--- config.mk ---
export PLATFORM = sky130hd
export DESIGN_NAME = dbt_channel
export DESIGN_NICKNAME = d
export VERILOG_FILES = /design/src/rtl/dbt_pkg.sv /design/src/rtl/dbt_tick_gen.sv /design/src/rtl/dbt_cmp_bank.sv /design/src/rtl/dbt_channel.sv
export SDC_FILE = /design/constraint.sdc
export NUM_CORES = 1
export LEC_CHECK = 0
export ABC_CLOCK_PERIOD_IN_PS = 3100
export BUFFER_PORTS_ARGS = -buffer_cell sky130_fd_sc_hd__buf_2
export CORE_MARGIN = 2
export CORE_UTILIZATION = 55
export DETAILED_ROUTE_END_ITERATION = 12
export HOLD_SLACK_MARGIN = 0.15
export MAX_ROUTING_LAYER = met4
export PLACE_DENSITY = 0.86
export SYNTH_ARGS = -nofsm -noshare
export SYNTH_HDL_FRONTEND = slang
export SYNTH_SLANG_ARGS = --single-unit
--- constraint.sdc ---
create_clock -name clk -period 3.1 [get_ports clk]
set_input_delay 0.155 -clock clk [delete_from_list [all_inputs] [get_ports clk]]
set_output_delay 0.155 -clock clk [all_outputs]
set_load 0.01 [all_outputs]
--- src/rtl/dbt_pkg.sv ---
// Package: shared widths and tick-source codes for the compare timer channel.
// Assumes: codes 4..7 of the tick select are reserved and give no tick.
package dbt_pkg;
    localparam int CNT_W = 16;
    localparam int PSC_W = 4;

    typedef enum logic [2:0] {
        SEL_DIV1  = 3'd0,
        SEL_DIV4  = 3'd1,
        SEL_DIV16 = 3'd2,
        SEL_EXT   = 3'd3
    } tick_sel_e;
endpackage

--- src/rtl/dbt_tick_gen.sv ---
// Module: tick generator. It holds the prescaler counter, the external input
// synchronizer and the source mux. It produces a one-cycle clock enable.
// Assumes: ext_in is asynchronous. The prescaler restarts from zero on every start.
module dbt_tick_gen
    import dbt_pkg::*;
#(
    parameter int PW = PSC_W
) (
    input  logic       clk,
    input  logic       rst_n,
    input  logic       run,
    input  logic [2:0] clk_sel,
    input  logic       ext_in,
    output logic       tick
);
    localparam int Q_BITS = 2;

    logic [PW-1:0] psc;
    logic          sync1, sync2, sync3;
    logic          ext_edge;
    logic          tap_q, tap_full;

    // Prescaler: free-running while run is 1, held at zero while stopped.
    always_ff @(posedge clk) begin
        if (!rst_n || !run) psc <= '0;
        else                psc <= psc + 1'b1;
    end

    // External input: two-stage synchronizer plus one stage for edge detection.
    always_ff @(posedge clk) begin
        if (!rst_n) begin
            sync1 <= 1'b0;
            sync2 <= 1'b0;
            sync3 <= 1'b0;
        end else begin
            sync1 <= ext_in;
            sync2 <= sync1;
            sync3 <= sync2;
        end
    end

    assign ext_edge = sync2 & ~sync3;
    assign tap_q    = &psc[Q_BITS-1:0];
    assign tap_full = &psc;

    // Source mux: the selected enable, gated by run.
    always_comb begin
        case (clk_sel)
            SEL_DIV1:  tick = run;
            SEL_DIV4:  tick = run & tap_q;
            SEL_DIV16: tick = run & tap_full;
            SEL_EXT:   tick = run & ext_edge;
            default:   tick = 1'b0;
        endcase
    end

    // an external edge never produces two ticks in a row
    p_ext_edge_r2: assert property (@(posedge clk) disable iff (!rst_n)
        (tick && clk_sel == SEL_EXT) |=> !(tick && clk_sel == SEL_EXT));
endmodule

--- src/rtl/dbt_cmp_bank.sv ---
// Module: compare register bank. It has two shadow buffers and two active compare registers.
// Assumes: xfer is only raised while running with buffering on. While xfer is
// low, a write goes straight to the active register unless running with buffering on.
module dbt_cmp_bank #(
    parameter int W = 16,
    parameter int N = 2
) (
    input  logic                clk,
    input  logic                rst_n,
    input  logic                run,
    input  logic                dbuf_en,
    input  logic                wr_en,
    input  logic                wr_sel,
    input  logic [W-1:0]        wr_data,
    input  logic                xfer,
    output logic [N-1:0][W-1:0] act
);
    logic [N-1:0][W-1:0] shadow;
    logic                direct;

    assign direct = !run || !dbuf_en;

    for (genvar i = 0; i < N; i++) begin : g_slot
        logic hit;
        assign hit = wr_en && (wr_sel == 1'(i));

        // Shadow buffer: every write targeted at this slot lands here.
        always_ff @(posedge clk) begin
            if (!rst_n)   shadow[i] <= '0;
            else if (hit) shadow[i] <= wr_data;
        end

        // Active register: loaded by a period-match transfer or by a direct write.
        always_ff @(posedge clk) begin
            if (!rst_n)             act[i] <= '0;
            else if (xfer)          act[i] <= shadow[i];
            else if (hit && direct) act[i] <= wr_data;
        end
    end

    // while buffered and running, the active values hold without a transfer
    p_hold_r9: assert property (@(posedge clk) disable iff (!rst_n)
        (run && dbuf_en && !xfer) |=> $stable(act));
endmodule

--- src/rtl/dbt_channel.sv ---
// Module: top of the timer channel. It holds the up-counter with clear-on-match
// and the registered match and wrap pulses. The tick generator and compare bank sit below it.
// Assumes: one system clock, synchronous active-low reset, ticks are clock enables.
module dbt_channel
    import dbt_pkg::*;
#(
    parameter int W  = CNT_W,
    parameter int PW = PSC_W
) (
    input  logic         clk,
    input  logic         rst_n,
    input  logic         run,
    input  logic         clr_on_match,
    input  logic         dbuf_en,
    input  logic [2:0]   clk_sel,
    input  logic         ext_in,
    input  logic         wr_en,
    input  logic         wr_sel,
    input  logic [W-1:0] wr_data,
    output logic [W-1:0] count,
    output logic [W-1:0] cmp0_val,
    output logic [W-1:0] cmp1_val,
    output logic         match0,
    output logic         match1,
    output logic         ovf_irq
);
    localparam int NCMP = 2;

    logic                   tick;
    logic                   hit0, hit1;
    logic                   period_clr;
    logic                   xfer;
    logic [NCMP-1:0][W-1:0] act;

    dbt_tick_gen #(.PW(PW)) u_tick (
        .clk     (clk),
        .rst_n   (rst_n),
        .run     (run),
        .clk_sel (clk_sel),
        .ext_in  (ext_in),
        .tick    (tick)
    );

    dbt_cmp_bank #(.W(W), .N(NCMP)) u_cmp (
        .clk     (clk),
        .rst_n   (rst_n),
        .run     (run),
        .dbuf_en (dbuf_en),
        .wr_en   (wr_en),
        .wr_sel  (wr_sel),
        .wr_data (wr_data),
        .xfer    (xfer),
        .act     (act)
    );

    assign cmp0_val   = act[0];
    assign cmp1_val   = act[1];
    assign hit0       = (count == cmp0_val);
    assign hit1       = (count == cmp1_val);
    assign period_clr = clr_on_match && hit1;
    assign xfer       = tick && dbuf_en && hit1;

    // Counter: zero while stopped; on a tick, clear at the period or step up.
    always_ff @(posedge clk) begin
        if (!rst_n || !run) count <= '0;
        else if (tick)      count <= period_clr ? '0 : count + 1'b1;
    end

    // Event pulses: one cycle per qualifying tick, aligned with the counter update.
    always_ff @(posedge clk) begin
        if (!rst_n) begin
            match0  <= 1'b0;
            match1  <= 1'b0;
            ovf_irq <= 1'b0;
        end else begin
            match0  <= tick && hit0;
            match1  <= tick && hit1;
            ovf_irq <= tick && !period_clr && (count == {W{1'b1}});
        end
    end

    // a stop forces the counter to zero
    p_stop_zero_r3: assert property (@(posedge clk) disable iff (!rst_n)
        !$past(run) |-> count == '0);
    // any non-zero change of the counter is a step of one
    p_step_r1: assert property (@(posedge clk) disable iff (!rst_n)
        ($past(run) && count != $past(count) && count != '0) |-> count == $past(count) + 1'b1);
    // the wrap pulse comes with a zero count reached from all-ones
    p_ovf_wrap_r5: assert property (@(posedge clk) disable iff (!rst_n)
        ovf_irq |-> (count == '0 && $past(count) == {W{1'b1}}));
    // a match pulse follows a cycle where counter and compare 0 agreed
    p_match_r6: assert property (@(posedge clk) disable iff (!rst_n)
        match0 |-> $past(count) == $past(cmp0_val));
endmodule

==> impl_results.md, run 1 <==
* Worst setup margin at approximately 0.53 ns
* Post-DP HPWL at 8640 um
* Cts bufs inserted at 9
* Worst VDD drop at between 0.0003 and 0.0004 V
* Leak at about 2.0 nW
* WHS at between 0.2 and 0.3 ns
* Unique masters post-synth at 38
* Register Area at between 1500 and 2000 um^2
* Layout area overhead at 18.2%
* Core ar. at approximately 7700 um^2
* Cts hold-fix bufs at 20
* Pin count of the biggest net entering global routing at 65
* Status: complete, no violations
* Initial core utilization at between 50% and 60%
* # fillers at 670
* Die H at 92.9 um
* Post-synth top cells: 90 x dfxtp_1, 82 x nand2_1, 48 x nand3_1
* Worst setup SP type: flip-flop
* Layout cells sized above 1 at between 10% and 20%
* # nets final at 632
* Worst Path Required at approximately 3.4 ns
* Worst Skew at approximately 0.013 ns
* Postcts setup bufs at 0
* Clk slew on worst S/H paths at ~0.1 ns
* Fin crit share at 82.9%
* Cells after Synth at approximately 540
* Post-synth top area share at 41.4%
* WL/cell at 18.6 um
* H-tree depth at 3
* Via Count at between 4000 and 5000
* Max Freq at between 300 and 400 MHz
* Die area at between 8000 and 9000 um^2
* Crit Path Class: reg2reg
* Tot GR Track Use at roughly a third
* Synth area leaders: dfxtp_1 41%, nand2_1 7.1%, a311oi_1 6.4%, nand3_1 5.5%, nor4_1 5.5%
* Post-CTS sizing at 0
* Non-filler instance count after layout at between 700 and 800
* CP max FO at 32
* Max-Cap Viols at 0
* # IOs at approximately 80
* Clk root buf: clkbuf_8
* Sequential share of the synthesized area at around two fifths
* Fin. max-slew vios at 0
* Worst-skew pair later-pin latency at 0.36 ns
* Netlist Area Pre-Place at between 4000 and 5000 um^2
* EDFF count, synth at 0
* Setup repair after global routing missed its margin: no
* Maximum clock insertion buffer count at 2
* Mapped Nets at 566
* Worst slack, placed at between 0.5 and 0.6 ns
* Final ANT Viol Nets at 0
* Synth warn at 0
* Total wire length at between 10000 and 15000 um
* Crit path capture type: flip-flop
* Grt ovf at 0
* Final setup violation count at 0
* Worst slew pin tran at 1.18 ns
* Hold Crit Class: in2reg
* Initial antenna violation count at 0
* Setup_tns at 0 ns
* Mapped Avg Cell Area at between 8 and 9 um^2
* Total design power at about 0.0025 W
* DR DRC count at 0
* Power per cell area at a little under 500 nW/um^2
* GP Congestion at 0.946
* Hold Fails Final Rpt at 0
* Slew HR at a little over a fifth
* Flops & latches, synth at 90
* Period minus WS final at between 2 and 3 ns
* Worst path arrival time at about 2.8 ns
* Synth area leader: dfxtp_1
* Rows at 32
* Inserted Diodes at 0
* Footprint of the multi-input gates at roughly 2300 um^2
* Initial DRC count at between 400 and 500
* CTS tree: done
* Most frequent cell after synthesis: dfxtp_1
* Port Buf Inserts at 77
* Die W at 92.9 um
* CTS sink cnt at 90
* First-pass GRT wire length at between 20000 and 25000 um
* DP Cell Count at 674
* Vias in the first global route at ~4300
* Asr flop ratio synth at 0%
* Primary FF master, synth: dfxtp_1
* Initial DRT Pass Iterations at 5
* Via density at between 6 and 7
## power by group
| group | internal (W) | total [W] | switching (W) |
|---|---|---|---|
| clock | 0.000471 | 0.000935 | 0.000464 |
| sequential | 0.00120 | 0.00124 | 0.0000427 |
| combinational | 0.000122 | 0.000357 | 0.000235 |
## critical path, stage by stage, from the launching register on
cell and delay, ns:
dfxtp_1 0.38, ha_1 0.25, nand4b_1 0.15, nand3_1 0.28, nand4_1 0.16, or3_1 0.81, a311oi_1 0.42
## layout make-up
cell class                 count  area share, %
multi-input combinational    391           44.7
sequential                    90           35.1
timing repair buffer         109           13.1
tap                          102           2.48
clock buffer                   9           2.41
clock inverter                 7           2.09
inverter                       2          0.146
## cells in the final DEF (no fill, tap or decap), types with 2 or more instances in the layout
cell type,count
bufinv_16,2
o21ai_0,36
a21oi_1,36
nor4_1,38
dfxtp_1,90
and2_1,8
buf_4,12
nand2_1,82
nor3_1,3
a311oi_1,32
o211ai_1,7
inv_8,2
nor2_1,19
buf_2,77
nand3_1,48
xor2_1,26
o2111ai_1,5
or3_1,2
nand4_1,8
dlygate4sd3_1,20
ha_1,2
nor4_2,2
clkbuf_8,9
inv_6,2
xnor2_1,16
and3_1,7
nor4b_1,2
## through the flow
| step | area [um^2] | util [%] |
|---|---|---|
| 2_1_floorplan | 4350 | - |
| 3_3_place_gp | 4710 | 61.2 |
| 3_5_place_dp | 4710 | 61.2 |
| 4_1_cts | 5140 | 66.9 |
| 5_1_grt | 5140 | 66.9 |
| 6_report | 5140 | 66.9 |
## worst paths after layout
path	start	to	slack (ns)	depth (start not counted)
hold / removal	wr_sel	u_cmp.shadow[11]	0.25	4
setup / recovery	u_tick.psc[0]	u_cmp.act[18]	0.53	6
setup reg to reg	u_tick.psc[0]	u_cmp.act[18]	0.53	6
hold reg to reg	u_cmp.shadow[22]	u_cmp.shadow[22]	0.46	2
## cells by family (layout without fill, tap and decap cells)
| family | after synthesis | count (layout) | share of synthesized area [%] |
|---|---|---|---|
| xor gates and xnor gates | 42 | 42 | 8.46 |
| and+or+nand+nor | 228 | 228 | 26.3 |
| AOI/OAI and AO/OA | 119 | 119 | 17.4 |
| buffers and inverters | 56 | 127 | 5.84 |
| DFF | 90 | 90 | 41.4 |
| adders and majority gates | 2 | 2 | 0.575 |
## flip-flops by register name (all words and copies together), names as in the netlist
name and cells:
u_cmp.shadow 32, match1 1, u_cmp.act 32, ovf_irq 1, u_tick.sync3 1, u_tick.sync2 1
count 16, match0 1, u_tick.sync1 1, u_tick.psc 4
## metal layers
layer | global-route usage (%) | vias up | share of wire [%]
met5 | - | - | 0
met4 | 17.8 | 0 | 4.4
met3 | 5.29 | 57 | 9.4
met2 | 49.1 | 296 | 47
met1 | 39.1 | 2110 | 39
li1 | - | 2093 | -
(Power assumes the default switching activity.)
==> inputs of run 2 (changes only) <==
ABC_AREA = 1   (was default)
ABC_CLOCK_PERIOD_IN_PS = 2200   (was 3100)
CORE_UTILIZATION = 51   (was 55)
PLACE_DENSITY = 0.83   (was 0.86)
clock period = 2.2 ns   (was 3.1 ns; I/O delays follow)
==> run 2 against run 1 <==
  * Critical endpoint is now count[2]
  * Clock skew down 0.0029 ns
  * Synthesized cell count up 33%
  * Cell area increased by 9.4%
  * Clock-buffer cell count rose by 2
  * Register-to-register slack got worse by 0.29 ns
  * Setup slack got worse by 0.29 ns
  * Cell count grew 28%
  * Sequential cell count stayed put
  * First-iteration DRC count shrank 7.0%
  * Maximum frequency rose by 31%
  * Critical path type unchanged
  * Largest cell class unchanged
  * Sequential power rose by 42%
==> impl_results.md, run 2 <==
* Initial antenna violation count at 0 (unchanged)
* Maximum clock insertion buffer count at 2 (unchanged)
* Layout area overhead at 16.5%
* Status: complete, no violations
* Worst setup SP type: flip-flop
* Cts hold-fix bufs at 19 (-5.0%)
* Most frequent cells in the layout: 131 x nand2_1, 118 x nand3_1, 100 x nor2_1
* WL/cell at 15.6 um (-16%)
* Post-DP HPWL at 9760 um (+13%)
* # fillers at 849 (+27%)
* Worst slack, placed at 0.286 ns (-0.309 ns)
* Cts bufs inserted at 9 (unchanged)
* H-tree depth at 3 (unchanged)
* Slew HR at 56.0% (+34 points)
* Unique masters post-synth at 34 (-11%)
* Worst Hold Launch: clr_on_match
* Worst-skew pair later-pin latency at 0.37 ns (about the same)
* Sequential Power Share at 50.4% (+1.3 points)
* Layout cells sized above 1 at 18.1% (-0.27 points)
* Initial DRC count at 410 (-7.0%)
* Synth area leaders: dfxtp_1 37%, nand3_1 12%, nand2_1 10%, nor2_1 7.8%, inv_1 5.4%
* Cells after Synth at 713 (+33%)
* R2r setup slk at 0.25 ns (-0.29 ns)
* Die H at 101 um (+9.0%)
* Mapped Avg Cell Area at 6.77 um^2 (-16%)
* Flops & latches, synth at 90 (unchanged)
* Initial DRT Pass Iterations at 8 (+3)
* # IOs at 78 (unchanged)
* Worst path arrival time at 2.21 ns (-0.62 ns)
* Max Freq at 512 MHz (+31%)
* Rows at 35 (+9.4%)
* Total wire length at 14200 um (+7.8%)
* Setup repair after global routing missed its margin: no
* Worst hold endpoint: count[1]
* Power per cell area at 622 nW/um^2 (+26%)
* Psw at 0.00103 W (+39%)
* Switching share of power at 29.5% (+0.23 points)
* Reg2reg path depth at 11 (+5)
* Mapped Nets at 742 (+31%)
* Clock Power Share at 33.9% (-3.0 points)
* Post-synth top cells: 131 x nand2_1, 118 x nand3_1, 100 x nor2_1
* Die W at 101 um (+9.0%)
* Worst Skew at 0.00996 ns (-0.00292 ns)
* Max-Cap Viols at 0 (unchanged)
* Crit Path Class: reg2reg
* Worst slew pin tran at 0.660 ns (-0.518 ns)
* Die area at 10300 um^2 (+19%)
* Via Count at 5159 (+13%)
* Via density at 5.67 (-12%)
* Worst Path Required at 2.46 ns (-0.90 ns)
* Critical path launch point: u_tick.psc[0]
* Reg-to-Reg Start: u_tick.psc[0]
* First-pass GRT wire length at 23000 um (+9.6%)
* Final setup violation count at 0 (unchanged)
* Fin. max-slew vios at 0 (unchanged)
* Hold Fails Final Rpt at 0 (unchanged)
* Netlist Area Pre-Place at 4830 um^2 (+11%)
* Most common cell after layout, fill and taps aside: nand2_1
* Most frequent cell after synthesis: nand2_1
* Asr flop ratio synth at 0% (unchanged)
* Postcts setup bufs at 0 (unchanged)
* CP max FO at 16 (-50%)
* Slowest cell on crit path: dfxtp_1
* Setup_tns at 0 ns (unchanged)
* Fin crit share at 88.8% (+6.0 points)
* Non-filler instance count after layout at 910 (+28%)
* Sequential share of the synthesized area at 37.3% (-4.1 points)
* Post-synth top area share at 37.3% (-4.1 points)
* Grt ovf at 0 (unchanged)
* Synth warn at 0 (unchanged)
* Initial core utilization at 52.5% (-4.1 points)
* # nets final at 823 (+30%)
* Primary FF master, synth: dfxtp_1
* DR DRC count at 0 (unchanged)
* CTS tree: done
* Period minus WS final at 1.95 ns (-0.614 ns)
* EDFF count, synth at 0 (unchanged)
* Tot GR Track Use at 29.2% (-2.4 points)
* Finished Core Util at 61.1% (-5.7 points)
* Worst setup margin at 0.245 ns (-0.286 ns)
* Crit path capture type: flip-flop
* Synth area leader: dfxtp_1
* CP peak stage delay at 0.38 ns (-0.43 ns)
* Worst VDD drop at 0.000382 V (+12%)
* Clk slew on worst S/H paths at 0.09 ns (about the same)
* Cell Int Power at 0.00247 W (+37%)
* GP Congestion at 0.976 (+3.1%)
* CTS sink cnt at 90 (unchanged)
* CP cell instances: ha_1 > nand2_1 > inv_1 > nand2_1 > nand3_1 > nand2_2 > inv_2 > buf_4 > nand2_1 > xor2_1 > nor2_1
* Leak at 2.79 nW (+37%)
* Comb pwr share at 15.7% (+1.6 points)
* Vias in the first global route at 4866 (+14%)
* DP Cell Count at 875 (+30%)
* Crit-path most repeated cell: nand2_1
* Pin count of the biggest net entering global routing at 65 (unchanged)
* WHS at 0.177 ns (-0.0763 ns)
* Biggest regs: u_cmp.act (32), u_cmp.shadow (32), count (16)
* Inserted Diodes at 0 (unchanged)
* FF-to-FF End: count[2]
* Core ar. at 9200 um^2 (+20%)
* Hold Crit Class: in2reg
* Post-CTS sizing at 0 (unchanged)
* Clk root buf: clkbuf_8
* Final ANT Viol Nets at 0 (unchanged)
* Hold path depth at 4 (unchanged)
* Port Buf Inserts at 77 (unchanged)
run 2: worst max path at each step:
stage / to / slack [ns] / cells after the start
2_1_floorplan: u_cmp.act[28] / 0.62 / 13
6_report: count[2] / 0.25 / 11
3_3_place_gp: u_cmp.act[26] / 0.43 / 12
5_1_grt: u_cmp.act[2] / 0.04 / 12
3_5_place_dp: count[2] / 0.29 / 11
4_1_cts: count[2] / 0.26 / 11
run 2: cells by family (layout without fill, tap and decap cells):
logic type,count (synthesis),in the layout,synth area share (%)
xor gates and xnor gates,20,20,3.63
and+or+nand+nor,417,417,39.8
AOI/OAI and AO/OA,55,55,6.35
DFF,90,90,37.3
buffers and inverters,129,215,12.4
adders and majority gates,2,2,0.518
run 2: per-stage QoR:
stage | total power, W | cell area (um^2)
3_3_place_gp | 0.00229 | 5230
4_1_cts | 0.00350 | 5620
6_report | 0.00350 | 5620
5_1_grt | 0.00363 | 5620
2_1_floorplan | 0.00214 | 4830
3_5_place_dp | 0.00231 | 5230
run 2: power by group through the flow:
stage          Combinational [W]  Sequential (W)  Clock, W
4_1_cts                 0.000539         0.00176   0.00120
2_1_floorplan           0.000353         0.00179         0
3_3_place_gp            0.000499         0.00179         0
5_1_grt                 0.000606         0.00177   0.00126
3_5_place_dp            0.000512         0.00180         0
6_report                0.000549         0.00176   0.00118
run 2: cell type report:
cell class                 instances  area (um^2)  share of cell area [%]
inverter                          89          334                    5.94
sequential                        90         1800                    32.0
clock buffer                      11          141                    2.51
timing repair buffer             110          718                    12.8
tap                              111          139                    2.47
multi-input combinational        494         2430                    43.2
clock inverter                     5         61.3                    1.09
run 2: critical path: cells and delay by family, from the launching register on:
family        cells  cell delay [ns]
xor+xnor          1             0.15
fa+ha+maj         1             0.21
flops             1             0.38
buf+inv           3             0.61
simple gates      6             0.51
run 2: routing by layer:
layer	GRT usage [%]	part of all wire, %	wire [um]	vias to the layer above
met1	35.3	40	5730	2371
met3	6.00	8.5	1210	46
li1	-	-	-	2466
met4	12.3	2.9	416	0
met5	-	0	0	-
met2	47.4	48	6850	276
==> inputs of run 3 (changes only) <==
CORE_UTILIZATION = 53   (was 51)
CTS_BUF_LIST = sky130_fd_sc_hd__clkbuf_8   (was default)
PLACE_DENSITY = 0.86   (was 0.83)
==> run 3 against run 2 <==
  * Combinational power about the same
  * Wire length grew 0.15%
  * Critical path depth decreased by 1
  * Global-route usage grew 0.74 points
  * Critical endpoint is now count[8]
  * Sequential power hardly changed
  * Clock power about the same
  * Sequential cell count did not move
  * Critical path type unchanged
  * Sequential share of layout area rose by 0.071 points
==> impl_results.md, run 3 (synthesis gave the netlist of run 2 again) <==
* DR DRC count at 0 (unchanged)
* Initial DRC count at 497 (+21%)
* Fin. max-slew vios at 0 (unchanged)
* Port Buf Inserts at 77 (unchanged)
* Rows at 34 (-2.9%)
* Maximum clock insertion buffer count at 2 (unchanged)
* Setup_tns at 0 ns (unchanged)
* Buf/Inv on CP at 1 (-2)
* Leak at 2.77 nW (-0.54%)
* Worst path arrival time at 2.21 ns (about the same)
* Via Count at 5153 (-0.12%)
* Worst-skew pair later-pin latency at 0.37 ns (about the same)
* Die W at 99.4 um (-1.8%)
* Cts bufs inserted at 9 (unchanged)
* Biggest regs: u_cmp.act (32), u_cmp.shadow (32), count (16)
* Grt ovf at 0 (unchanged)
* Final ANT Viol Nets at 0 (unchanged)
* Post-DP HPWL at 9720 um (-0.37%)
* Slew HR at 58.1% (+2.1 points)
* Critical path launch point: count[5]
* Crit Path Class: reg2reg
* CTS tree: done
* Worst VDD drop at 0.000354 V (-7.2%)
* Inserted Diodes at 0 (unchanged)
* Tot GR Track Use at 30.0% (+0.74 points)
* Die area at 9890 um^2 (-3.6%)
* WHS at 0.184 ns (+0.00707 ns)
* Worst setup SP type: flip-flop
* Most common cell after layout, fill and taps aside: nand2_1
* FF-to-FF End: count[8]
* Worst Path Required at 2.46 ns (about the same)
* Reg-to-Reg Start: count[5]
* Die H at 99.4 um (-1.8%)
* Reg2reg path depth at 10 (-1)
* Max Freq at 511 MHz (-0.15%)
* Largest delay share family, worst path: simple AND/OR/NAND/NOR gates
* Initial DRT Pass Iterations at 6 (-2)
* Final setup violation count at 0 (unchanged)
* CP cell instances: nand2_1 > nand2_1 > nand3_1 > nor2_1 > nand2_2 > nor2_4 > buf_12 > nand3_1 > nand2_2 > nor2_1
* Slowest cell on crit path: dfxtp_1
* R2r setup slk at 0.24 ns (about the same)
* Hold Fails Final Rpt at 0 (unchanged)
* Fin crit share at 89.0% (+0.13 points)
* Clk slew on worst S/H paths at 0.10 ns (about the same)
* First-pass GRT wire length at 23200 um (+0.51%)
* Pin count of the biggest net entering global routing at 65 (unchanged)
* Vias in the first global route at 4794 (-1.5%)
* Worst path depth at 10 (-1)
* Total wire length at 14200 um (+0.15%)
* Finished Core Util at 64.0% (+2.9 points)
* Worst Skew at 0.0101 ns (+0.0000960 ns)
* Clk root buf: clkbuf_8
* Worst setup margin at 0.242 ns (-0.00294 ns)
* Hold Crit Class: in2reg
* CTS sink cnt at 90 (unchanged)
* Period minus WS final at 1.96 ns (+0.00294 ns)
* Max-Cap Viols at 0 (unchanged)
* Layout cells sized above 1 at 18.1% (-0.080 points)
* H-tree depth at 3 (unchanged)
* Crit path capture type: flip-flop
* # fillers at 794 (-6.5%)
* # nets final at 821 (-0.24%)
* Power per cell area at 629 nW/um^2 (+1.1%)
* CP max FO at 34 (+18)
* Status: complete, no violations
* Worst slack, placed at 0.298 ns (+0.0121 ns)
* Setup repair after global routing missed its margin: no
* Most frequent cells in the layout: 131 x nand2_1, 118 x nand3_1, 100 x nor2_1
* Initial antenna violation count at 0 (unchanged)
* GP Congestion at 0.942 (-3.4%)
* Critical Path Sink: count[8]
* # IOs at 78 (unchanged)
* Layout area overhead at 16.2%
* CP peak stage delay at 0.57 ns (+0.19 ns)
* Core ar. at 8760 um^2 (-4.7%)
* Initial core utilization at 55.1% (+2.6 points)
* Worst slew pin tran at 0.628 ns (-0.0315 ns)
* Via density at 5.69 (+0.44%)
* WL/cell at 15.7 um (+0.70%)
[run 3: cell types whose count changed in the layout (fill, tap and decap cells not counted)]
cell,before,now
clkinv_2,1,0
clkinvlp_4,0,2
buf_4,11,9
inv_6,1,2
clkbuf_1,1,0
clkinv_4,2,1
[run 3: layout make-up]
cell class,instances,area (um^2),share of cell area [%]
clock buffer,10,138,2.45
clock inverter,6,71.3,1.27
sequential,90,1800,32.1
multi-input combinational,494,2430,43.3
inverter,89,334,5.95
tap,108,135,2.41
timing repair buffer,108,703,12.5
[run 3: worst register-to-register path: stages (launching register included)]
cell,delay [ns]
dfxtp_1,0.57
nand2_1,0.10
nand2_1,0.08
nand3_1,0.07
nor2_1,0.21
nand2_2,0.12
nor2_4,0.13
buf_12,0.20
nand3_1,0.13
nand2_2,0.18
nor2_1,0.07
[run 3: worst min-delay path by stage]
stage                         to  slack [ns]          from  cells past startpoint
floorplan           u_tick.sync1        0.21        ext_in                      2
global placement    u_tick.sync1        0.30        ext_in                      3
detailed placement  u_tick.sync1        0.30        ext_in                      3
CTS                      ovf_irq        0.16  clr_on_match                      4
global route             ovf_irq        0.19  clr_on_match                      4
finish                 count[14]        0.18  clr_on_match                      4
[run 3: layer usage]
layer	track usage, %	vias to the layer above	wire length (um)	share of wire [%]
met2	47.6	301	6800	48
met5	-	-	0	0
met1	37.2	2344	5540	39
met3	4.36	51	1370	9.6
met4	15.4	0	519	3.6
li1	-	2457	-	-
[run 3: timing repair]
| item | CTS | global route |
|---|---|---|
| endpoints found under the hold margin | 65 | 0 |
| hold buffers | 19 | 0 |
| gates resized for setup | 0 | 0 |
| setup buffers | 0 | 0 |
[run 3: per-stage QoR]
| stage | std cells | power, W | instance area, um^2 |
|---|---|---|---|
| after floorplan | 713 | 0.00214 | 4830 |
| after global routing | 905 | 0.00364 | 5610 |
| after CTS | 905 | 0.00351 | 5610 |
| final | 905 | 0.00353 | 5610 |
| after global placement | 870 | 0.00229 | 5210 |
| after detailed placement | 870 | 0.00231 | 5210 |
[run 3: report_power, final]
part | total (W) | internal (W) | switching (W)
combinational | 0.000548 | 0.000203 | 0.000345
sequential | 0.00176 | 0.00170 | 0.0000651
clock | 0.00121 | 0.000567 | 0.000648
total | 0.00353 | 0.00247 | 0.00106
